===== src/rtl/sttile_pkg.sv =====
package sttile_pkg;
  typedef enum logic [1:0] {
    LAY_TILE        = 2'd0,
    LAY_SUPER       = 2'd1,
    LAY_TILE_SPLIT  = 2'd2,
    LAY_SUPER_SPLIT = 2'd3
  } layout_e;

  typedef struct packed {
    logic cfgTake;   // capture configuration
    logic walkSel;   // stage-1 source is the walker
    logic ld1;       // load stage 1
    logic ld2;       // load output stage
  } strobes_t;
endpackage


===== src/rtl/sttile_ctrl.sv =====
module sttile_ctrl
  import sttile_pkg::*;
#(
  parameter int STW = 6,
  localparam int CW = STW + 6
) (
  input  logic           clk,
  input  logic           rstN,
  input  logic           cfgLoad,
  input  logic           walkGo,
  input  logic           inValid,
  input  logic           outReady,
  input  logic [STW-1:0] widthSt,
  input  logic [STW-1:0] heightSt,
  output logic           inReady,
  output logic           outValid,
  output logic [CW-1:0]  walkX,
  output logic [CW-1:0]  walkY,
  output strobes_t       strb
);
  logic walking, v1, v2;
  logic s1Ready, s2Ready, idle, walkStart;
  logic [CW-1:0] xMax, yMax;

  assign s2Ready   = !v2 || outReady;
  assign s1Ready   = !v1 || s2Ready;
  assign idle      = !walking && !v1 && !v2;
  assign inReady   = !walking && s1Ready;
  assign walkStart = walkGo && idle && (widthSt != '0) && (heightSt != '0);
  assign xMax      = {widthSt, 6'b0} - CW'(1);
  assign yMax      = {heightSt, 6'b0} - CW'(1);
  assign outValid  = v2;

  always_comb begin
    strb.cfgTake = cfgLoad && idle;
    strb.walkSel = walking;
    strb.ld1     = s1Ready && (walking || inValid);
    strb.ld2     = v1 && s2Ready;
  end

  always_ff @(posedge clk or negedge rstN) begin
    if (!rstN) begin
      v1 <= 1'b0;
      v2 <= 1'b0;
    end else begin
      if (s1Ready) v1 <= walking || inValid;
      if (s2Ready) v2 <= v1;
    end
  end

  always_ff @(posedge clk or negedge rstN) begin
    if (!rstN) begin
      walking <= 1'b0;
      walkX   <= '0;
      walkY   <= '0;
    end else if (walkStart) begin
      walking <= 1'b1;
      walkX   <= '0;
      walkY   <= '0;
    end else if (walking && s1Ready) begin
      if (walkX == xMax) begin
        walkX <= '0;
        if (walkY == yMax) walking <= 1'b0;
        else walkY <= walkY + CW'(1);
      end else begin
        walkX <= walkX + CW'(1);
      end
    end
  end

  // external coordinates are never accepted during a walk
  p_walk_blocks_in_r9: assert property (@(posedge clk) disable iff (!rstN)
    walking |-> !inReady);
endmodule


===== src/rtl/sttile_datapath.sv =====
module sttile_datapath
  import sttile_pkg::*;
#(
  parameter int AW  = 32,
  parameter int STW = 6,
  localparam int CW  = STW + 6,
  localparam int TIW = 2 * STW + 8,
  localparam int OFW = TIW + 4
) (
  input  logic           clk,
  input  logic           rstN,
  input  strobes_t       strb,
  input  logic [1:0]     cfgMode,
  input  logic [AW-1:0]  cfgBase0,
  input  logic [AW-1:0]  cfgBase1,
  input  logic [1:0]     cfgBppLog2,
  input  logic [STW-1:0] cfgWidthSt,
  input  logic [STW-1:0] cfgHeightSt,
  input  logic [CW-1:0]  inX,
  input  logic [CW-1:0]  inY,
  input  logic [CW-1:0]  walkX,
  input  logic [CW-1:0]  walkY,
  output logic [STW-1:0] widthSt,
  output logic [STW-1:0] heightSt,
  output logic [AW-1:0]  outAddr,
  output logic           outErr
);
  layout_e        modeReg;
  logic [AW-1:0]  base0Reg, base1Reg;
  logic [1:0]     bppReg;

  always_ff @(posedge clk or negedge rstN) begin
    if (!rstN) begin
      modeReg  <= LAY_TILE;
      base0Reg <= '0;
      base1Reg <= '0;
      bppReg   <= 2'd0;
      widthSt  <= '0;
      heightSt <= '0;
    end else if (strb.cfgTake) begin
      modeReg  <= layout_e'(cfgMode);
      base0Reg <= cfgBase0;
      base1Reg <= cfgBase1;
      bppReg   <= (cfgBppLog2 == 2'd3) ? 2'd2 : cfgBppLog2;
      widthSt  <= cfgWidthSt;
      heightSt <= cfgHeightSt;
    end
  end

  // stage 1: coordinate to tile index and in-tile index
  logic [CW-1:0]    px, py;
  logic             isSuper, isSplit, errC;
  logic [TIW-1:0]   flatIdx, superIdx, tileIdx;
  logic [2*STW-1:0] stIdx;
  logic [3:0]       tx, ty, inTile;
  logic [4:0]       group;
  logic [2:0]       tig;
  logic [OFW-1:0]   offPix;

  assign px      = strb.walkSel ? walkX : inX;
  assign py      = strb.walkSel ? walkY : inY;
  assign isSuper = modeReg[0];
  assign isSplit = modeReg[1];
  assign errC    = (px >= {widthSt, 6'b0}) || (py >= {heightSt, 6'b0});
  assign inTile  = {py[1:0], px[1:0]};

  assign flatIdx = TIW'(py[CW-1:2]) * TIW'({widthSt, 4'b0}) + TIW'(px[CW-1:2]);

  assign tx       = px[5:2];
  assign ty       = py[5:2];
  assign group    = {ty[3:2], tx[3:1]};
  assign tig      = {ty[1:0], tx[0]};
  assign stIdx    = (2*STW)'(py[CW-1:6]) * (2*STW)'(widthSt) + (2*STW)'(px[CW-1:6]);
  assign superIdx = {stIdx, group, tig};

  assign tileIdx = isSuper ? superIdx : flatIdx;
  assign offPix  = isSplit ? {1'b0, tileIdx[TIW-1:1], inTile} : {tileIdx, inTile};

  logic [OFW-1:0] r1Off;
  logic           r1Pipe, r1Err;

  always_ff @(posedge clk or negedge rstN) begin
    if (!rstN) begin
      r1Off  <= '0;
      r1Pipe <= 1'b0;
      r1Err  <= 1'b0;
    end else if (strb.ld1) begin
      r1Off  <= offPix;
      r1Pipe <= isSplit && tileIdx[0];
      r1Err  <= errC;
    end
  end

  // stage 2: scale by pixel size and add the pipe base
  logic [OFW+1:0] byteOff;
  logic [AW-1:0]  addrC;

  assign byteOff = (OFW + 2)'(r1Off) << bppReg;
  assign addrC   = (r1Pipe ? base1Reg : base0Reg) + AW'(byteOff);

  always_ff @(posedge clk or negedge rstN) begin
    if (!rstN) begin
      outAddr <= '0;
      outErr  <= 1'b0;
    end else if (strb.ld2) begin
      outAddr <= r1Err ? '0 : addrC;
      outErr  <= r1Err;
    end
  end

  // four-byte pixels keep the base alignment in the low address bits
  p_align_r5: assert property (@(posedge clk) disable iff (!rstN)
    strb.ld2 && !r1Err && !r1Pipe && (bppReg == 2'd2) && !strb.cfgTake
      |=> outAddr[1:0] == base0Reg[1:0]);
endmodule


===== src/rtl/sttile_addr_gen.sv =====
module sttile_addr_gen
  import sttile_pkg::*;
#(
  parameter int AW  = 32,
  parameter int STW = 6,
  localparam int CW = STW + 6
) (
  input  logic           clk,
  input  logic           rstN,
  input  logic           cfgLoad,
  input  logic [1:0]     cfgMode,
  input  logic [AW-1:0]  cfgBase0,
  input  logic [AW-1:0]  cfgBase1,
  input  logic [1:0]     cfgBppLog2,
  input  logic [STW-1:0] cfgWidthSt,
  input  logic [STW-1:0] cfgHeightSt,
  input  logic           walkGo,
  input  logic           inValid,
  output logic           inReady,
  input  logic [CW-1:0]  inX,
  input  logic [CW-1:0]  inY,
  output logic           outValid,
  input  logic           outReady,
  output logic [AW-1:0]  outAddr,
  output logic           outErr
);
  strobes_t       strb;
  logic [CW-1:0]  walkX, walkY;
  logic [STW-1:0] widthSt, heightSt;

  sttile_ctrl #(.STW(STW)) ctrl_i (
    .clk(clk), .rstN(rstN), .cfgLoad(cfgLoad), .walkGo(walkGo),
    .inValid(inValid), .outReady(outReady),
    .widthSt(widthSt), .heightSt(heightSt),
    .inReady(inReady), .outValid(outValid),
    .walkX(walkX), .walkY(walkY), .strb(strb)
  );

  sttile_datapath #(.AW(AW), .STW(STW)) dp_i (
    .clk(clk), .rstN(rstN), .strb(strb),
    .cfgMode(cfgMode), .cfgBase0(cfgBase0), .cfgBase1(cfgBase1),
    .cfgBppLog2(cfgBppLog2), .cfgWidthSt(cfgWidthSt), .cfgHeightSt(cfgHeightSt),
    .inX(inX), .inY(inY), .walkX(walkX), .walkY(walkY),
    .widthSt(widthSt), .heightSt(heightSt),
    .outAddr(outAddr), .outErr(outErr)
  );

  // a stalled output beat is held unchanged
  p_hold_stall_r8: assert property (@(posedge clk) disable iff (!rstN)
    outValid && !outReady |=> outValid && $stable(outAddr) && $stable(outErr));

  // an error beat carries no address
  p_err_no_addr_r6: assert property (@(posedge clk) disable iff (!rstN)
    outValid && outErr |-> outAddr == '0);
endmodule


===== config.mk =====
export PLATFORM = sky130hd
export DESIGN_NAME = sttile_addr_gen
export DESIGN_NICKNAME = d
export VERILOG_FILES = /design/src/rtl/sttile_pkg.sv /design/src/rtl/sttile_ctrl.sv /design/src/rtl/sttile_datapath.sv /design/src/rtl/sttile_addr_gen.sv
export SDC_FILE = /design/constraint.sdc
export NUM_CORES = 1
export LEC_CHECK = 0
export ABC_AREA = 1
export ABC_CLOCK_PERIOD_IN_PS = 11050
export BUFFER_PORTS_ARGS = -buffer_cell sky130_fd_sc_hd__clkbuf_2
export CORE_UTILIZATION = 25
export CTS_CLUSTER_SIZE = 14
export DETAILED_ROUTE_END_ITERATION = 8
export SLEW_MARGIN = 30
export SYNTH_ARGS = -nofsm -noshare
export SYNTH_HDL_FRONTEND = slang
export SYNTH_SLANG_ARGS = --single-unit
export TNS_END_PERCENT = 100

===== constraint.sdc =====
create_clock -name clk -period 11.05 [get_ports clk]
set_clock_uncertainty 0.05 [all_clocks]
set_input_delay 1.105 -clock clk [delete_from_list [all_inputs] [get_ports clk]]
set_output_delay 1.105 -clock clk [all_outputs]
set_load 0.05 [all_outputs]

==> results of run 1 <==
-- cell usage in the layout (no fill, tap or decap), types with 9 or more instances in the layout --
master / synthesis / layout
buf_4: 3 / 10
clkbuf_16: 0 / 17
nand4_1: 18 / 18
xor2_1: 30 / 30
a21oi_1: 69 / 69
o21ai_0: 129 / 128
fa_1: 44 / 44
xnor2_1: 16 / 16
nand3_1: 82 / 81
o21ai_1: 13 / 14
mux2i_1: 27 / 27
nor2_2: 8 / 9
nand2_1: 650 / 650
inv_2: 8 / 9
nor2_1: 118 / 117
nor3_1: 20 / 20
inv_1: 199 / 199
dfrtp_1: 166 / 165
ha_1: 95 / 95
a21o_1: 9 / 9
clkbuf_2: 0 / 143
or2_2: 13 / 13
-- final cells by class --
| cell class | count | area (um2) |
|---|---|---|
| clock buffers | 18 | 439 |
| clock inverters | 14 | 159 |
| fillers | 5740 | 37400 |
| inverters | 213 | 800 |
| multi-input cells | 1429 | 8230 |
| flip-flops and latches | 166 | 4160 |
| well taps | 688 | 861 |
| repair buffers | 155 | 816 |
-- sequential cells by signal, summed over array words and instances (netlist names) --
register         count
dp_i.base1Reg       32
dp_i.modeReg         2
dp_i.r1Err           1
ctrl_i.walkX        12
dp_i.base0Reg       32
ctrl_i.outValid      1
dp_i.r1Pipe          1
dp_i.r1Off          24
dp_i.heightSt        6
dp_i.outErr          1
ctrl_i.walkY        12
dp_i.widthSt         6
dp_i.bppReg          2
dp_i.outAddr        32
ctrl_i.walking       1
ctrl_i.v1            1
-- critical path, stage by stage (launching register included) --
cell and delay, ps:
dfrtp_1 540, buf_4 350, inv_1 210, or2_2 300, o21ai_0 350, inv_1 220, nand2_1 140, fa_1 440
fa_1 520, fa_1 540, inv_1 40, ha_1 380, xor2_1 180, ha_1 350, nand2_1 80, inv_1 60
nand4_1 70, o211ai_1 140, nand2_1 130, nor2_2 150, nand2_2 90, nor2_2 120, nand2_1 60, nand2_1 60
nand3_1 60, nand2_1 110, nand2_1 50, nand3_1 110
-- metal layers --
metal	track usage, %	vias to the layer above	wire, um
li1	-	6226	-
met5	0	-	0
met2	26.4	331	20200
met1	20.4	5934	19800
met3	2.10	50	1700
met4	4.08	0	692
-- logic make-up (layout without fill, tap and decap cells) --
kind of cell	Yosys count	in the layout	synth area share [%]
AND/OR/NAND/NOR	937	937	28.7
AO/OA/AOI/OAI	278	278	11.8
buffers and inverters	272	400	8.01
flip-flops	166	166	30.9
adder cells (fa/ha/maj)	139	139	15.4
XOR/XNOR	48	48	3.24
multiplexers	27	27	2.01
-- worst max-delay path by stage --
stage / start / end / slack [ps]
floorplan: inY[3] / dp_i.r1Off[22] / 5740
global placement: inY[4] / dp_i.r1Off[22] / 5030
detailed placement: inY[4] / dp_i.r1Off[22] / 5000
CTS: ctrl_i.walking / dp_i.r1Off[22] / 5150
global route: ctrl_i.walking / dp_i.r1Off[22] / 4670
finish: ctrl_i.walking / dp_i.r1Off[22] / 5070
-- cell usage after synthesis, types with 3 or more instances --
cell	instances	share of area, %
nand2_1	650	18
inv_1	199	5.6
dfrtp_1	166	31
o21ai_0	129	4.8
nor2_1	118	3.3
ha_1	95	8.8
nand3_1	82	3.0
a21oi_1	69	2.6
fa_1	44	6.5
clkbuf_1	38	1.1
xor2_1	30	2.0
mux2i_1	27	2.0
nor3_1	20	0.74
nand4_1	18	0.84
xnor2_1	16	1.0
o21ai_1	13	0.48
or2_2	13	0.60
buf_2	10	0.37
a21o_1	9	0.50
inv_2	8	0.22
nand2_2	8	0.37
nor2_2	8	0.37
o211ai_1	8	0.45
a31oi_1	7	0.33
clkinv_1	6	0.17
nand3b_1	5	0.28
o31ai_1	5	0.28
a22oi_1	4	0.22
a32o_1	4	0.30
buf_6	4	0.33
nor4_1	4	0.19
a21oi_2	3	0.20
buf_1	3	0.084
buf_4	3	0.17
o21bai_1	3	0.17
o221ai_1	3	0.20
-- stage by stage --
step / std cells / area (um2) / utilization [%] / hold slack [ps] / worst slack (ps)
after floorplan: 1867 / 13500 / - / 391 / 5740
after global placement: 2651 / 14900 / 28.1 / 411 / 5030
after detailed placement: 2651 / 14900 / 28.1 / 415 / 5000
after CTS: 2683 / 15500 / 29.2 / 434 / 5150
after global routing: 2683 / 15500 / 29.2 / 452 / 4670
final: 2683 / 15500 / 29.2 / 431 / 5070
==> flow_summary.ini, run 1 <==
[outcome]
status = finished with violations
violations = DRC

[grt]
grt_pass1_wl_um = 65900
grt_pass1_vias = 12341
gr-total-overflow = 0
grt_usage_pct = 15.5
antenna_found_initial = 0
grt_max_degree = 96

[synthesis]
ys_seq_area_share_pct = 30.9
synth_area_um2 = 13500
ys_ff_latch = 166
synth_cell_types = 58
synthArstFlopShare_pct = 100
synthCells = 1867
syn_nets = 2116
synth_ff_type = dfrtp_1
synth.avg_cell_area_um2 = 7.21
synth_edf_count = 0
synth-warning-count = 0

[setup_path]
cp.arrival_ps = 6320
r2r_slack_ps = 5070
path_max_fanout = 31
cp-start-kind = flip-flop
cp_data_required_time_ps = 11390
worstSetupPathType = flip-flop to flip-flop
cp-end-kind = flip-flop
reg2reg_to = dp_i.r1Off[22]
reg2reg_from = ctrl_i.walking
reg2regPathDepth = 27

[clock_tree]
clock_latency_ps = 460
cts_buffer_depth = 2
hold_buffers = 0
htree_num_levels = 4
cts.sinks = 166
clk_pin_slew_ps = 70
cts_tree = yes
ctsResizeCount = 0
cts-root-buf = clkbuf_16
postCtsSetupBuffers = 0
cts_made_buffers = 17

[timing]
slew_viol_final = 0
relSlewSlack_pct = 36.1
max_freq_mhz = 167
hold_violations = 0
rsz0062_at_grt = no
tns_ps = 0
fin_crit_ps = 5980
finalCritPeriodShare_pct = 54.1
tightest_slew_ps = 949
setup_viol = 0

[routing]
antenna_left = 0
wirelength_um = 42400
dr_total_vias = 12541
viasPerCell = 4.67
avgRoutedWirePerCell_um = 15.8
drtPass1Iterations = 8
route.detailed.drc = 12
drt_iter0_markers = 754

[flow_run]
cap_viol_max_count = 0

[floorplanning]
io_pins = 145
rows = 84
initial_utilization_pct = 25.5
dieHeight_um = 234
core_um2 = 52900
dieArea_um2 = 54800
die_w_um = 234

[cells_and_area]
nets = 2231
antenna_cells = 0
final_layout_size_suffix_gt1_share_pct = 12.2
synthToLayoutAreaGrowth_pct = 14.9

[min_path]
min_to = dp_i.base0Reg[14]
whs_path_depth = 2
min_path_type = flip-flop to flip-flop
hp-start = dp_i.base0Reg[14]

[placed_design]
place_hpwl_um = 33800
place.gp.congestion = 0.947
io_buffers = 144
Power of run 1 is not shown: default switching activity piles up to over one toggle a cycle in this logic, so the estimate is an artifact.
==> inputs of run 2 (changes only) <==
--- a/config.mk
+++ b/config.mk
@@ -6,7 +6,7 @@
 export NUM_CORES = 1
 export LEC_CHECK = 0
 export ABC_AREA = 1
-export ABC_CLOCK_PERIOD_IN_PS = 11050
+export ABC_CLOCK_PERIOD_IN_PS = 6200
 export BUFFER_PORTS_ARGS = -buffer_cell sky130_fd_sc_hd__clkbuf_2
 export CORE_UTILIZATION = 25
 export CTS_CLUSTER_SIZE = 14
==> constraint.sdc (replaced) <==
create_clock -name clk -period 6.2 [get_ports clk]
set_clock_uncertainty 0.05 [all_clocks]
set_input_delay 0.62 -clock clk [delete_from_list [all_inputs] [get_ports clk]]
set_output_delay 0.62 -clock clk [all_outputs]
set_load 0.05 [all_outputs]
==> flow_summary.ini, run 2 (synthesized netlist as in run 1, its figures left out) <==
[routing]
viasPerCell = 4.69
drtPass1Iterations = 8
wirelength_um = 41800
route.detailed.drc = 12
dr_total_vias = 12618
drt_iter0_markers = 780
antenna_left = 0
avgRoutedWirePerCell_um = 15.5

[clock_tree]
clock_latency_ps = 460
cts_made_buffers = 17
cts_tree = yes
cts_buffer_depth = 2
cts.sinks = 166
postCtsSetupBuffers = 0
ctsResizeCount = 0
cts-root-buf = clkbuf_16
clk_pin_slew_ps = 80
htree_num_levels = 4

[grt]
grt_pass1_vias = 12310
grt_usage_pct = 15.4
antenna_found_initial = 0
grt_max_degree = 74
grt_pass1_wl_um = 66000
gr-total-overflow = 0

[floorplanning]
rows = 84
die_w_um = 234
io_pins = 145
dieArea_um2 = 54800
initial_utilization_pct = 25.5
dieHeight_um = 234
core_um2 = 52900

[setup_path]
r2r_slack_ps = 870
crit_slowest_cell = o21ai_0
cp_data_required_time_ps = 6540
crit_buf_inv = 4
worstSetupPathType = flip-flop to flip-flop
cp_top_family = adder cells
cp.arrival_ps = 5670
cp_common_cell = nand2_1
cp-start-kind = flip-flop
cp-end-kind = flip-flop
path_max_fanout = 42
crit_path_max_incr_delay_ps = 560

[cells_and_area]
nets = 2236
top_regs = dp_i.base0Reg x32, dp_i.base1Reg x32, dp_i.outAddr x32
final_layout_size_suffix_gt1_share_pct = 12.5
layout_commonest_cell = nand2_1
layout_common_cells = nand2_1, inv_1, dfrtp_1
synthToLayoutAreaGrowth_pct = 15.1
antenna_cells = 0

[timing]
hold_violations = 0
fin_crit_ps = 5330
finalCritPeriodShare_pct = 85.9
tightest_slew_ps = 913
max_freq_mhz = 188
relSlewSlack_pct = 38.5
slew_viol_final = 0
setup_viol = 0
rsz0062_at_grt = no
tns_ps = 0

[placed_design]
io_buffers = 144
place_hpwl_um = 33600
place.gp.congestion = 0.944

[outcome]
status = finished with violations
violations = DRC

[min_path]
min_path_type = primary input to flip-flop

[flow_run]
cap_viol_max_count = 0
-- run 2: cell count changes in the layout (fill, tap and decap cells not counted), sizes merged --
cell         before  now
clkinv           12   11
dlygate4sd3       0    1
clkbuf          162  161
buf              11   16
clkinvlp          1    2
-- run 2: final cells by class --
class | instances | area (um2)
tap | 688 | 861
inverter | 213 | 801
clock buffer | 18 | 439
sequential | 166 | 4160
timing repair buffer | 160 | 853
fill | 5820 | 37400
clock inverter | 14 | 153
multi-input combinational | 1429 | 8230
-- run 2: tightest hold or removal path: stages --
cell and delay [ps]:
clkbuf_2 70, nand2_1 40, nand2_1 50
-- run 2: metal layers --
layer  wire length, um  vias to the layer above  global-route usage (%)
met1             19500                     6007                    20.5
met5                 0                        -                       0
met4               629                        0                    3.41
met3              1790                       38                    2.47
met2             19800                      322                    26.1
li1                  -                     6251                       -
-- run 2: repair_timing --
action	4_1_cts	5_1_grt
hold buffers	1	0
endpoints found under the setup margin	0	0
endpoints found under the hold margin	29	0
-- run 2: path summary, 6_finish.rpt --
check | from | to | cells after the start
max | ctrl_i.walking | dp_i.r1Off[22] | 25
min in group asynchronous | rstN | dp_i.outAddr[31] | 2
min | cfgBase1[15] | dp_i.base1Reg[15] | 3
max in group asynchronous | rstN | dp_i.base1Reg[31] | 3
min reg2reg | dp_i.base0Reg[30] | dp_i.base0Reg[30] | 2
max reg2reg | ctrl_i.walking | dp_i.r1Off[22] | 25
-- run 2: per-stage QoR --
step | area (um2) | std cells | setup WS [ps] | utilization, % | hold slack [ps]
2_1_floorplan | 13500 | 1867 | 1190 | - | 274
3_3_place_gp | 14900 | 2655 | 978 | 28.2 | 411
3_5_place_dp | 14900 | 2655 | 923 | 28.2 | 410
4_1_cts | 15500 | 2688 | 951 | 29.3 | 276
5_1_grt | 15500 | 2688 | 603 | 29.3 | 287
6_report | 15500 | 2688 | 873 | 29.3 | 305
Power of run 2 is left out for the same reason.
